File: config.mk
export PLATFORM = sky130hd
export DESIGN_NAME = rhx_translator
export DESIGN_NICKNAME = d
export VERILOG_FILES = /design/src/rtl/rhx_pkg.sv /design/src/rtl/rhx_hash.sv /design/src/rtl/rhx_victim_sel.sv /design/src/rtl/rhx_tag_store.sv /design/src/rtl/rhx_translator.sv
export SDC_FILE = /design/constraint.sdc
export NUM_CORES = 1
export LEC_CHECK = 0
export BUFFER_PORTS_ARGS = -buffer_cell sky130_fd_sc_hd__buf_2
export CAP_MARGIN = 40
export CORE_MARGIN = 3
export CORE_UTILIZATION = 30
export DETAILED_ROUTE_END_ITERATION = 10
export SETUP_SLACK_MARGIN = 0.4
export SKIP_LAST_GASP = 1
export SYNTH_ARGS = -nofsm -noshare
export SYNTH_HDL_FRONTEND = slang
export SYNTH_HIERARCHICAL = 1
export SYNTH_SLANG_ARGS = --single-unit
File: constraint.sdc
create_clock -name clk_i -period 6.9 [get_ports clk_i]
set_input_delay 1.38 -clock clk_i [delete_from_list [all_inputs] [get_ports clk_i]]
set_output_delay 1.38 -clock clk_i [all_outputs]
set_load 0.05 [all_outputs]
File: src/rtl/rhx_pkg.sv
package rhx_pkg;
  typedef enum logic [1:0] {
    VIC_MATCH = 2'd0,  // same VPN already installed
    VIC_FREE  = 2'd1,  // lowest invalid way
    VIC_RR    = 2'd2   // round-robin replacement
  } vic_kind_e;
endpackage

File: src/rtl/rhx_hash.sv
module rhx_hash #(
  parameter int VPN_W = 16,
  parameter int SET_W = 3
) (
  input  logic [VPN_W-1:0] vpn_i,
  output logic [SET_W-1:0] set_o
);
  localparam int CHUNKS = (VPN_W + SET_W - 1) / SET_W;
  localparam int PAD_W  = CHUNKS * SET_W;

  logic [PAD_W-1:0] padded;

  always_comb begin
    padded = '0;
    padded[VPN_W-1:0] = vpn_i;
    set_o = '0;
    for (int c = 0; c < CHUNKS; c++) begin
      set_o = set_o ^ padded[c*SET_W +: SET_W];
    end
  end
endmodule

File: src/rtl/rhx_victim_sel.sv
module rhx_victim_sel
  import rhx_pkg::*;
#(
  parameter int VPN_W = 16,
  parameter int WAYS  = 4,
  localparam int WAY_W = $clog2(WAYS)
) (
  input  logic [WAYS-1:0]            row_valid_i,
  input  logic [WAYS-1:0][VPN_W-1:0] row_tag_i,
  input  logic [VPN_W-1:0]           vpn_i,
  input  logic [WAY_W-1:0]           rr_ptr_i,
  output logic [WAY_W-1:0]           way_o,
  output vic_kind_e                  kind_o
);
  logic             match_found, free_found;
  logic [WAY_W-1:0] match_way, free_way;

  always_comb begin
    match_found = 1'b0;
    free_found  = 1'b0;
    match_way   = '0;
    free_way    = '0;
    for (int w = 0; w < WAYS; w++) begin
      if (!match_found && row_valid_i[w] && row_tag_i[w] == vpn_i) begin
        match_found = 1'b1;
        match_way   = WAY_W'(w);
      end
      if (!free_found && !row_valid_i[w]) begin
        free_found = 1'b1;
        free_way   = WAY_W'(w);
      end
    end
    if (match_found) begin
      way_o  = match_way;
      kind_o = VIC_MATCH;
    end else if (free_found) begin
      way_o  = free_way;
      kind_o = VIC_FREE;
    end else begin
      way_o  = rr_ptr_i;
      kind_o = VIC_RR;
    end
  end
endmodule

File: src/rtl/rhx_tag_store.sv
module rhx_tag_store #(
  parameter int VPN_W = 16,
  parameter int SET_W = 3,
  parameter int WAYS  = 4,
  localparam int SETS  = 1 << SET_W,
  localparam int WAY_W = $clog2(WAYS)
) (
  input  logic                       clk_i,
  input  logic                       rst_ni,
  input  logic [SET_W-1:0]           lk_set_i,
  output logic [WAYS-1:0]            lk_valid_o,
  output logic [WAYS-1:0][VPN_W-1:0] lk_tag_o,
  input  logic [SET_W-1:0]           fl_set_i,
  output logic [WAYS-1:0]            fl_valid_o,
  output logic [WAYS-1:0][VPN_W-1:0] fl_tag_o,
  output logic [WAY_W-1:0]           fl_rr_o,
  input  logic                       wr_en_i,
  input  logic [WAY_W-1:0]           wr_way_i,
  input  logic [VPN_W-1:0]           wr_tag_i,
  input  logic                       rr_adv_i
);
  logic [WAYS-1:0]  valid_q [SETS];
  logic [VPN_W-1:0] tag_q   [SETS][WAYS];
  logic [WAY_W-1:0] rr_q    [SETS];

  always_ff @(posedge clk_i or negedge rst_ni) begin
    if (!rst_ni) begin
      for (int s = 0; s < SETS; s++) begin
        valid_q[s] <= '0;
        rr_q[s]    <= '0;
      end
    end else if (wr_en_i) begin
      valid_q[fl_set_i][wr_way_i] <= 1'b1;
      if (rr_adv_i) rr_q[fl_set_i] <= rr_q[fl_set_i] + 1'b1;
    end
  end

  always_ff @(posedge clk_i) begin
    if (wr_en_i) tag_q[fl_set_i][wr_way_i] <= wr_tag_i;
  end

  always_comb begin
    for (int w = 0; w < WAYS; w++) begin
      lk_tag_o[w] = tag_q[lk_set_i][w];
      fl_tag_o[w] = tag_q[fl_set_i][w];
    end
    lk_valid_o = valid_q[lk_set_i];
    fl_valid_o = valid_q[fl_set_i];
    fl_rr_o    = rr_q[fl_set_i];
  end

  p_fill_sets_valid_r5: assert property (@(posedge clk_i) disable iff (!rst_ni)
    wr_en_i |=> valid_q[$past(fl_set_i)][$past(wr_way_i)]);
endmodule

File: src/rtl/rhx_translator.sv
module rhx_translator
  import rhx_pkg::*;
#(
  parameter int VPN_W = 16,
  parameter int SET_W = 3,
  parameter int WAYS  = 4,
  localparam int WAY_W = $clog2(WAYS),
  localparam int PFN_W = SET_W + WAY_W
) (
  input  logic             clk_i,
  input  logic             rst_ni,
  input  logic             lkp_valid_i,
  input  logic [VPN_W-1:0] lkp_vpn_i,
  input  logic             fill_valid_i,
  input  logic [VPN_W-1:0] fill_vpn_i,
  output logic             rsp_valid_o,
  output logic             rsp_hit_o,
  output logic             rsp_fallback_o,
  output logic [PFN_W-1:0] rsp_pfn_o
);
  logic [SET_W-1:0]           lk_set, fl_set;
  logic [WAYS-1:0]            lk_valid, fl_valid, eff_valid;
  logic [WAYS-1:0][VPN_W-1:0] lk_tag, fl_tag, eff_tag;
  logic [WAY_W-1:0]           fl_rr, fl_way, hit_way;
  vic_kind_e                  fl_kind;
  logic [WAYS-1:0]            match;
  logic                       any_hit;

  rhx_hash #(.VPN_W(VPN_W), .SET_W(SET_W)) i_hash_lk (.vpn_i(lkp_vpn_i),  .set_o(lk_set));
  rhx_hash #(.VPN_W(VPN_W), .SET_W(SET_W)) i_hash_fl (.vpn_i(fill_vpn_i), .set_o(fl_set));

  rhx_tag_store #(.VPN_W(VPN_W), .SET_W(SET_W), .WAYS(WAYS)) i_store (
    .clk_i, .rst_ni,
    .lk_set_i(lk_set), .lk_valid_o(lk_valid), .lk_tag_o(lk_tag),
    .fl_set_i(fl_set), .fl_valid_o(fl_valid), .fl_tag_o(fl_tag), .fl_rr_o(fl_rr),
    .wr_en_i(fill_valid_i), .wr_way_i(fl_way), .wr_tag_i(fill_vpn_i),
    .rr_adv_i(fl_kind == VIC_RR)
  );

  rhx_victim_sel #(.VPN_W(VPN_W), .WAYS(WAYS)) i_vsel (
    .row_valid_i(fl_valid), .row_tag_i(fl_tag), .vpn_i(fill_vpn_i),
    .rr_ptr_i(fl_rr), .way_o(fl_way), .kind_o(fl_kind)
  );

  // Fill-first: overlay the way being written onto the lookup row.
  always_comb begin
    eff_valid = lk_valid;
    eff_tag   = lk_tag;
    if (fill_valid_i && fl_set == lk_set) begin
      eff_valid[fl_way] = 1'b1;
      eff_tag[fl_way]   = fill_vpn_i;
    end
    any_hit = 1'b0;
    hit_way = '0;
    for (int w = 0; w < WAYS; w++) begin
      match[w] = eff_valid[w] && eff_tag[w] == lkp_vpn_i;
      if (match[w] && !any_hit) begin
        any_hit = 1'b1;
        hit_way = WAY_W'(w);
      end
    end
  end

  always_ff @(posedge clk_i or negedge rst_ni) begin
    if (!rst_ni) begin
      rsp_valid_o    <= 1'b0;
      rsp_hit_o      <= 1'b0;
      rsp_fallback_o <= 1'b0;
      rsp_pfn_o      <= '0;
    end else begin
      rsp_valid_o    <= lkp_valid_i;
      rsp_hit_o      <= lkp_valid_i && any_hit;
      rsp_fallback_o <= lkp_valid_i && !any_hit;
      rsp_pfn_o      <= (lkp_valid_i && any_hit) ? {lk_set, hit_way} : '0;
    end
  end

  p_latency_r2: assert property (@(posedge clk_i) disable iff (!rst_ni)
    rsp_valid_o == $past(lkp_valid_i));
  p_idle_quiet_r2: assert property (@(posedge clk_i) disable iff (!rst_ni)
    !rsp_valid_o |-> (!rsp_hit_o && !rsp_fallback_o && rsp_pfn_o == '0));
  p_hit_xor_fallback_r4: assert property (@(posedge clk_i) disable iff (!rst_ni)
    rsp_valid_o |-> (rsp_hit_o != rsp_fallback_o));
  p_pfn_set_r3: assert property (@(posedge clk_i) disable iff (!rst_ni)
    lkp_valid_i |=> (!rsp_hit_o || rsp_pfn_o[PFN_W-1:WAY_W] == $past(lk_set)));
  p_no_duplicate_r7: assert property (@(posedge clk_i) disable iff (!rst_ni)
    $onehot0(match));
  p_free_way_empty_r5: assert property (@(posedge clk_i) disable iff (!rst_ni)
    (fill_valid_i && fl_kind == VIC_FREE) |-> !fl_valid[fl_way]);
endmodule

Word-level counts from Yosys, hierarchy flattened
Memory sizes are Yosys's and may differ from the RTL's.
Cells that the tools add are included.
{ "op_classes": {"add_sub_neg": 1, "order_cmp": 7, "n_eq_ne": 10, "mux": 51, "n_bitwise": 15, "n_reduce_logical": 36} }
{ "ops": {"columns": ["operator", "n"], "rows": [
  ["16-bit == test", 8],
  ["64-bit 2-to-1 mux", 2],
  ["64-bit bitwise mux", 1],
  ["16-bit demux with 2-bit select", 2],
  ["16-bit 2-to-1 mux", 2],
  ["32-bit bitwise OR", 1],
  ["2-bit 2-to-1 mux", 13],
  ["4-bit binary-select mux with 3-bit select", 2],
  ["4-bit 2-to-1 mux", 6],
  ["3-bit bitwise XOR", 8],
  ["1-bit logical AND", 23],
  ["1-bit 2-to-1 mux", 17],
  ["16-bit bitwise mux", 1],
  ["4-bit demux with 3-bit select", 1],
  ["1-bit logical NOT", 12],
  ["4-bit greater-or-equal comparator (second input constant)", 2],
  ["3-bit NOT with 4-bit output", 2],
  ["2-bit binary-select mux with 3-bit select", 1],
  ["2-bit demux with 3-bit select", 1],
  ["3-bit by 1-bit bitwise XOR with 3-bit output", 2],
  ["5-bit 2-to-1 mux", 1],
  ["4-bit by 1-bit less-than comparator with 1-bit output (second input constant)", 1],
  ["4-bit bitwise OR", 1],
  ["3-bit == test", 1],
  ["9 further kinds", 9]
]} }
{ "word_totals": {"register_bits": 56, "ram_bits": 512, "in_bits": 36, "output_inout_bits": 8, "wordCells": 141, "mem_count": 1} }
{ "memory_table": {"columns": ["name", "words", "word_bits", "read_ports", "rd_ports_with_merged_regs", "write_ports", "line", "text"], "rows": [
  ["i_store.tag_q", 8, 64, 2, 0, 1, "rhx_tag_store.sv:23", "logic [VPN_W-1:0] tag_q [SETS][WAYS];"]
]} }

Depth between registers and ports, before layout
Gate-level depths: netlist (run 1).
{ "depth": {"word_depth": 44, "depth_mapped": 24, "ltp_nobuf": 20} }

Modules after synthesis
The synthesis (run 1) kept the hierarchy.
{ "by_module_without_submodules": {"columns": ["module", "n_inst", "cells_each", "area_each_um2"], "rows": [
  ["rhx_tag_store", 1, 1482, 25305.5],
  ["rhx_translator", 1, 218, 1766.7],
  ["rhx_victim_sel", 1, 104, 837.1],
  ["rhx_hash", 2, 10, 136.4]
]} }

Worst setup path before layout (run 1)
OpenSTA, ideal clock, no wires.
{ "synth_timing": {"path_kind": "in2reg", "startpoint": "in fill_vpn_i[5]", "endpoint": "reg rsp_pfn_o[0]", "t_arrival_ps": 6235, "path_slack_ps": 540, "stages": 22, "path_buffers": 3, "cell_sequence": "xnor3_1 > xnor2_1 > buf_4 > buf_4 > mux2_2 > a221oi_1 > a21oi_1 > a221o_1 > xor2_1 > nor4_1 > nand4_1 > o22ai_2 > a31oi_1 > nor2_1 > nand3b_1 > nor4_4 > buf_6 > mux2i_1 > o2111ai_1 > or4_1 > o2111ai_1 > a21oi_1"} }
{ "synth_lines": {"columns": ["element", "line", "text"], "rows": [
  ["start, declared", "rhx_translator.sv:15", "input logic [VPN_W-1:0] fill_vpn_i,"],
  ["end signal, assigned", "rhx_translator.sv:74", "rsp_pfn_o <= (lkp_valid_i && any_hit) ? {lk_set, hit_way} : '0;"],
  ["end, declared", "rhx_translator.sv:19", "output logic [PFN_W-1:0] rsp_pfn_o"]
]} }

==> results of run 1 <==
stage by stage:
step / hold WS (ps) / cells / util / setup slack, ps / total power [uW]
after floorplan: 444 / 1824 / - / 540 / 6720
after global placement: 464 / 3138 / 0.339 / 136 / 8180
final: 494 / 3248 / 0.360 / 609 / 11400
after global routing: 516 / 3246 / 0.360 / 422 / 11800
after detailed placement: 477 / 3141 / 0.340 / 45.3 / 8230
after CTS: 491 / 3246 / 0.360 / 683 / 11400
cell type report:
type                    instances  area [sq um]  share of cell area
flip-flops and latches        568         16800               0.504
multi-input cells            1113         10900               0.326
repair buffers                202          2120              0.0637
clock buffers                  73          1580              0.0474
well taps                    1243          1560              0.0468
clock inverters                32           312             0.00937
inverters                      15          56.3             0.00169
diodes                          2          5.00            0.000151
report_power, final:
group / internal, uW / switching, uW / total (uW) / leakage (uW)
Combinational: 1770 / 2300 / 4070 / 0.00469
Sequential: 4030 / 131 / 4160 / 0.00532
Clock: 1800 / 1370 / 3170 / 0.000930
Total: 7600 / 3790 / 11400 / 0.0109
cells in the mapped netlist (2+ instances only):
| library cell | n |
|---|---|
| edfxtp_1 | 512 |
| mux4_2 | 155 |
| nand2_1 | 120 |
| xnor2_1 | 92 |
| mux2i_1 | 91 |
| mux2_2 | 90 |
| a22oi_1 | 72 |
| nor2_1 | 64 |
| dfrtp_1 | 56 |
| buf_2 | 54 |
| o21ai_0 | 52 |
| clkbuf_1 | 49 |
| xor2_1 | 39 |
| or2_2 | 32 |
| a21oi_1 | 30 |
| a221oi_1 | 27 |
| o211ai_1 | 25 |
| nand4_1 | 19 |
| o22ai_1 | 19 |
| nand3_1 | 16 |
| buf_4 | 15 |
| inv_1 | 15 |
| nor2b_1 | 15 |
| nand2b_1 | 14 |
| a22o_1 | 13 |
| o2111ai_1 | 13 |
| nor4_1 | 11 |
| a221o_1 | 9 |
| and2_1 | 8 |
| o21ai_1 | 8 |
| nor3_1 | 7 |
| a211oi_1 | 6 |
| a222oi_1 | 6 |
| nor4_2 | 6 |
| xnor3_1 | 6 |
| buf_6 | 5 |
| o221ai_1 | 5 |
| buf_1 | 4 |
| nand3b_1 | 4 |
| xnor2_2 | 4 |
| a221oi_2 | 3 |
| nand4b_1 | 3 |
| xor2_2 | 3 |
| nor2_2 | 2 |
state kept, by name (all words and copies together), names as in the netlist:
register and count:
i_store/valid_q 32, i_store/tag_q 512, rsp_valid_o 1, i_store/rr_q 16
rsp_fallback_o 1, rsp_pfn_o 5, rsp_hit_o 1
worst max path at each step:
stage | slack, ps | end | cells past startpoint | from
3_3_place_gp | 140 | rsp_pfn_o[0]$_DFF_PN0_ | 23 | fill_vpn_i[0]
3_5_place_dp | 50 | rsp_pfn_o[1]$_DFF_PN0_ | 21 | fill_vpn_i[4]
2_1_floorplan | 540 | rsp_pfn_o[0]$_DFF_PN0_ | 22 | fill_vpn_i[5]
5_1_grt | 420 | rsp_pfn_o[1]$_DFF_PN0_ | 23 | fill_vpn_i[4]
6_report | 610 | rsp_pfn_o[1]$_DFF_PN0_ | 21 | fill_vpn_i[4]
4_1_cts | 680 | rsp_pfn_o[1]$_DFF_PN0_ | 21 | fill_vpn_i[4]
per-layer routing:
metal  vias up  track usage
met1      9661        0.264
met5         -            0
met3       231       0.0468
li1       7574            -
met4         0       0.0612
met2      1213        0.291
cell families after synthesis:
| logic type | count (synthesis) |
|---|---|
| XOR/XNOR | 145 |
| AO/OA/AOI/OAI | 299 |
| AND/OR/NAND/NOR | 333 |
| flip-flops | 568 |
| buffers and inverters | 143 |
| multiplexers | 336 |
worst max-delay path: stages:
cell	delay, ps
buf_2	200
xnor3_1	470
xnor2_2	240
buf_12	260
and2b_4	650
a22oi_1	200
o211ai_1	230
xor2_1	130
nor4_2	540
nand4_1	220
o22ai_2	150
a31oi_1	70
nor2_1	190
nand3_1	150
nor4_4	150
buf_4	200
mux2i_1	290
xnor2_2	100
nor4_2	410
a32oi_2	270
nor3_1	270
==> flow_summary.json, run 1 <==
{
  "status": "finished, final reports clean",
  "hold_violations": 0,
  "route.met3.wl_microns": 10900,
  "area_delta_synth_final_pct": 18.0,
  "viasPerCell": 5.75,
  "io_buffers": 43,
  "place_area_sq_um": 31400,
  "dr.pass1.iters": 5,
  "min_from": "i_store/rr_q[3]$_DFFE_PN0P_",
  "synthFlopType": "edfxtp_1",
  "end_kind": "register",
  "wire_per_inst_microns": 29.2,
  "arrival_ps": 6830,
  "yosysUniqueCellTypes": 69,
  "crit_type": "input pin to register",
  "holdPathEnd": "i_store/rr_q[3]$_DFFE_PN0P_",
  "row_count": 111,
  "layout-drive-gt1-share": 0.320,
  "grt_pass1_vias": 18954,
  "fillerInstances": 8684,
  "async_reset_ff_frac": 0.0986,
  "finalCritPeriodShare": 0.912,
  "synthSimpleGateAreaFrac": 0.0601,
  "top_layer": "met4",
  "seq_area_frac_synth": 0.595,
  "grt_usage": 0.190,
  "cts_resized": 0,
  "drt_iter0_drc": 2486,
  "slew_headroom": 0.437,
  "core_region_area_sq_um": 92400,
  "synthMuxAreaShare": 0.192,
  "leakagePower_uw": 0.0109,
  "start_kind": "input pin",
  "rrSetupSlack_ps": 2440,
  "r2r_cells": 18,
  "synth-edff-count": 512,
  "period_needed_ps": 6290,
  "final_common_cell": "edfxtp_1",
  "synth.yosys.warnings": 6,
  "die_width_microns": 312,
  "cts-hold-fix-buffers": 0,
  "max_cap_viol_count": 0,
  "final_area_sq_um": 33300,
  "worst_r2r_startpoint": "i_store/tag_q[0][4]$_DFFE_PP_",
  "ys_ff_latch": 568,
  "syn_avg_cell_area_sq_um": 15.5,
  "holdPathStages": 2,
  "cts_tree": "built",
  "ctsRootBufferMaster": "clkbuf_16",
  "die_h_microns": 312,
  "reg2reg_to": "rsp_pfn_o[1]$_DFF_PN0_",
  "ir_drop_mv": 0.206,
  "worstSkewPairLatency_ps": 660,
  "synth.net_count": 1860,
  "yosysTopAreaCell": "edfxtp_1",
  "grt_max_degree": 89,
  "synth_top_family_by_area": "multiplexers",
  "h-tree-depth": 2,
  "drc_errors": 0,
  "post-dp-hpwl_microns": 58700,
  "rsz0062_at_grt": "false",
  "post_cts_buffers": 0,
  "fmax_mhz": 159,
  "synth_area_leaders": "edfxtp_1 55%, mux4_2 12%, dfrtp_1 5.0%",
  "layout.nets": 1994,
  "skew_ps": 32.6,
  "tns_ps": 0,
  "tightest_slew_ps": 845,
  "setup_viol": 0,
  "worstHoldPathType": "register to register",
  "die-area_sq_um": 97700,
  "wl_met2_microns": 42300,
  "layout_common_cells": "512 x edfxtp_1, 155 x mux4_2, 120 x nand2_1",
  "netlist_instances": 1824,
  "overflow": 0,
  "io_pins": 44,
  "cts_buffer_depth": 3,
  "synth_top_area_frac": 0.546,
  "wirelength_met1_microns": 38200,
  "powerDensity_nw_per_um2": 343,
  "worst-path-max-fanout": 30,
  "worstPathRequired_ps": 7440,
  "final_max_slew_viol_count": 0,
  "postRouteAntennaNets": 0,
  "clk_pin_slew_worst_paths_ps": 60,
  "synth_area_sq_um": 28200,
  "start_util": 0.305,
  "synth_compound_area_frac": 0.0772,
  "cts_sinks": 568,
  "cts_made_buffers": 58,
  "synth_fa_ha_area_frac": 0,
  "antenna_found_initial": 1,
  "globalplace.congestion": 0.893,
  "grt_pass1_wl_microns": 136000,
  "via_count": 18679,
  "drt-total-wl_microns": 94700,
  "yosys.area_share.xor_xnor": 0.0505
}
Power figures use the tool's default switching activity.
==> run 2: changes to the inputs <==
Settings changed: ABC_AREA set to 1, SKIP_CTS_REPAIR_TIMING set to 1.
==> run 2 against run 1 <==
Compared with the run above:
- largest power group unchanged
- maximum frequency is 4.8% higher
- largest cell class unchanged
- first-iteration DRC count is 38% higher
- flip-flop and latch count stayed put
- cell area is 2.1% higher
- highest routed layer unchanged
- via count is 37% higher
- die area is 5.3% higher
==> flow_summary.json, run 2 <==
{
  "cts_buffer_depth": 3,
  "postRouteAntennaNets": 0,
  "combPwrFrac": 0.264,
  "layout-drive-gt1-share": 0.106,
  "synth_area_sq_um": 29700,
  "max_cap_viol_count": 0,
  "drt_iter0_drc": 3442,
  "io_pins": 44,
  "overflow": 0,
  "layout.nets": 3400,
  "hold_violations": 0,
  "worst-path-max-fanout": 40,
  "die_width_microns": 321,
  "status": "finished, final reports clean",
  "cp_top_family": "simple AND/OR/NAND/NOR gates",
  "cts_tree": "built",
  "async_reset_ff_frac": 0.0986,
  "tightest_slew_ps": 933,
  "grt_pass1_vias": 23302,
  "yosysTopAreaCell": "edfxtp_1",
  "start_util": 0.305,
  "synth-edff-count": 512,
  "largest_register_ffs": 512,
  "dr.pass1.iters": 6,
  "register_area_sq_um": 16800,
  "globalplace.congestion": 0.967,
  "ys_ff_latch": 568,
  "viasPerCell": 5.45,
  "path_buf_inv": 6,
  "slowest_delay_ps": 490,
  "seqPwrFrac": 0.396,
  "finalCritPeriodShare": 0.870,
  "area_delta_synth_final_pct": 14.3,
  "synthFlopType": "edfxtp_1",
  "core_region_area_sq_um": 97400,
  "ir_drop_mv": 0.212,
  "leakagePower_uw": 0.0133,
  "rsz0062_at_grt": "false",
  "post-route-util": 0.349,
  "synth_common_cells": "709 x nand2_1, 512 x edfxtp_1, 421 x nor2_1",
  "die-area_sq_um": 103000,
  "worst_r2r_startpoint": "i_store/tag_q[1][6]$_DFFE_PP_",
  "setup_viol": 0,
  "yosysUniqueCellTypes": 45,
  "die_h_microns": 321,
  "clk_pin_slew_worst_paths_ps": 60,
  "cts_made_buffers": 61,
  "syn_avg_cell_area_sq_um": 8.93,
  "ctsRootBufferMaster": "clkbuf_16",
  "multi_input_area_sq_um": 10800,
  "via_count": 25576,
  "seq_area_frac_synth": 0.565,
  "worstPathRequired_ps": 7470,
  "h-tree-depth": 2,
  "row_count": 114,
  "crit_type": "input pin to register",
  "arrival_ps": 6580,
  "post-dp-hpwl_microns": 67500,
  "wire_per_inst_microns": 23.2,
  "drt-total-wl_microns": 109000,
  "synth_area_leaders": "edfxtp_1 52%, nand2_1 9.0%, o21ai_0 6.3%",
  "final_common_cell": "nand2_1",
  "powerDensity_nw_per_um2": 294,
  "start_kind": "input pin",
  "crit_top_cell": "nand2_1",
  "end_kind": "register",
  "p_int_uw": 6640,
  "synth_top_area_frac": 0.518,
  "grt_max_degree": 166,
  "cts_sinks": 568,
  "crit_slowest_cell": "nor3_1",
  "worstSkewPairLatency_ps": 660,
  "skew_ps": 62.7,
  "startpoint": "fill_vpn_i[5]",
  "fmax_mhz": 167,
  "p_sw_uw": 3360,
  "netlist_instances": 3326,
  "synth.net_count": 3362,
  "top_register": "i_store/tag_q",
  "drc_errors": 0,
  "layout_common_cells": "704 x nand2_1, 512 x edfxtp_1, 396 x nor2_1",
  "grt_usage": 0.205,
  "swShare": 0.336,
  "worstHoldPathType": "register to register",
  "clockPowerShare": 0.340,
  "period_needed_ps": 6000,
  "reg_top3": "i_store/tag_q (512), i_store/valid_q (32), i_store/rr_q (16)",
  "synth.yosys.warnings": 6,
  "io_buffers": 43,
  "tns_ps": 0,
  "slew_headroom": 0.378,
  "min_from": "i_store/valid_q[9]$_DFFE_PN0P_",
  "final_max_slew_viol_count": 0,
  "synthMostInstantiatedCell": "nand2_1",
  "fillerInstances": 9808,
  "grt_pass1_wl_microns": 157000,
  "antenna_found_initial": 7
}
-- run 2: cell types whose count changed in the layout (fill, tap and decap cells not counted), moves of 28 or more --
cell / before / now
buf_12: 53 / 22
nand2_1: 120 / 704
nor2_1: 32 / 396
nand3_1: 16 / 94
a31oi_1: 1 / 69
mux2i_1: 91 / 0
inv_2: 0 / 28
mux4_2: 155 / 0
mux2_2: 90 / 0
xnor2_1: 88 / 24
o21ai_0: 52 / 374
a22oi_1: 72 / 41
inv_1: 15 / 315
a21oi_1: 30 / 188
-- run 2: power by group through the flow --
stage,Combinational (uW),Clock [uW],Sequential [uW]
floorplan,1640,0,4010
global placement,2550,0,4030
detailed placement,2570,0,4030
CTS,2580,3450,3950
global route,2860,3580,3970
finish,2640,3400,3960
-- run 2: worst reg2reg max path, delay by kind of cell, from the launching register on --
family / cells / cell delay (ps)
and+or+nand+nor: 27 / 2790
DFF: 1 / 360
buffers and inverters: 2 / 400
AOI/OAI and AO/OA: 1 / 300
-- run 2: path summary, 6_finish.rpt --
kind	end	slack (ps)	cells after the start
min in group asynchronous	i_store/valid_q[19]$_DFFE_PN0P_	910	2
hold reg to reg	i_store/valid_q[9]$_DFFE_PN0P_	470	2
max in group asynchronous	i_store/rr_q[6]$_DFFE_PN0P_	5480	2
setup reg to reg	rsp_pfn_o[0]$_DFF_PN0_	2940	30
setup / recovery	rsp_pfn_o[0]$_DFF_PN0_	900	33
hold / removal	i_store/valid_q[9]$_DFFE_PN0P_	470	2
-- run 2: cells by family after synthesis --
family,synth area share
AO/OA/AOI/OAI,0.165
buffers and inverters,0.0732
AND/OR/NAND/NOR,0.183
XOR/XNOR,0.0139
flip-flops,0.565
-- run 2: area by class of cell --
type,count,area share
diodes,5,0.000368
multi-input cells,2229,0.319
inverters,346,0.0385
repair buffers,158,0.0399
well taps,1276,0.0470
clock inverters,41,0.0139
clock buffers,74,0.0473
flip-flops and latches,568,0.494
-- run 2: per-stage QoR --
step           hold WS (ps)  worst slack [ps]  std cells  area, sq um  total power (uW)
6_report                473               896       4697        34000              9990
5_1_grt                 498               433       4694        34000             10400
4_1_cts                 477               983       4692        33900              9980
3_5_place_dp            463               315       4577        31900              6600
3_3_place_gp            455               325       4577        31900              6580
2_1_floorplan           436              1750       3326        29700              5660
-- run 2: per-layer routing --
| layer | share of wire | global-route usage |
|---|---|---|
| met1 | 0.41 | 0.281 |
| met4 | 0.044 | 0.0852 |
| met2 | 0.45 | 0.322 |
| met5 | 0 | 0 |
| met3 | 0.10 | 0.0331 |
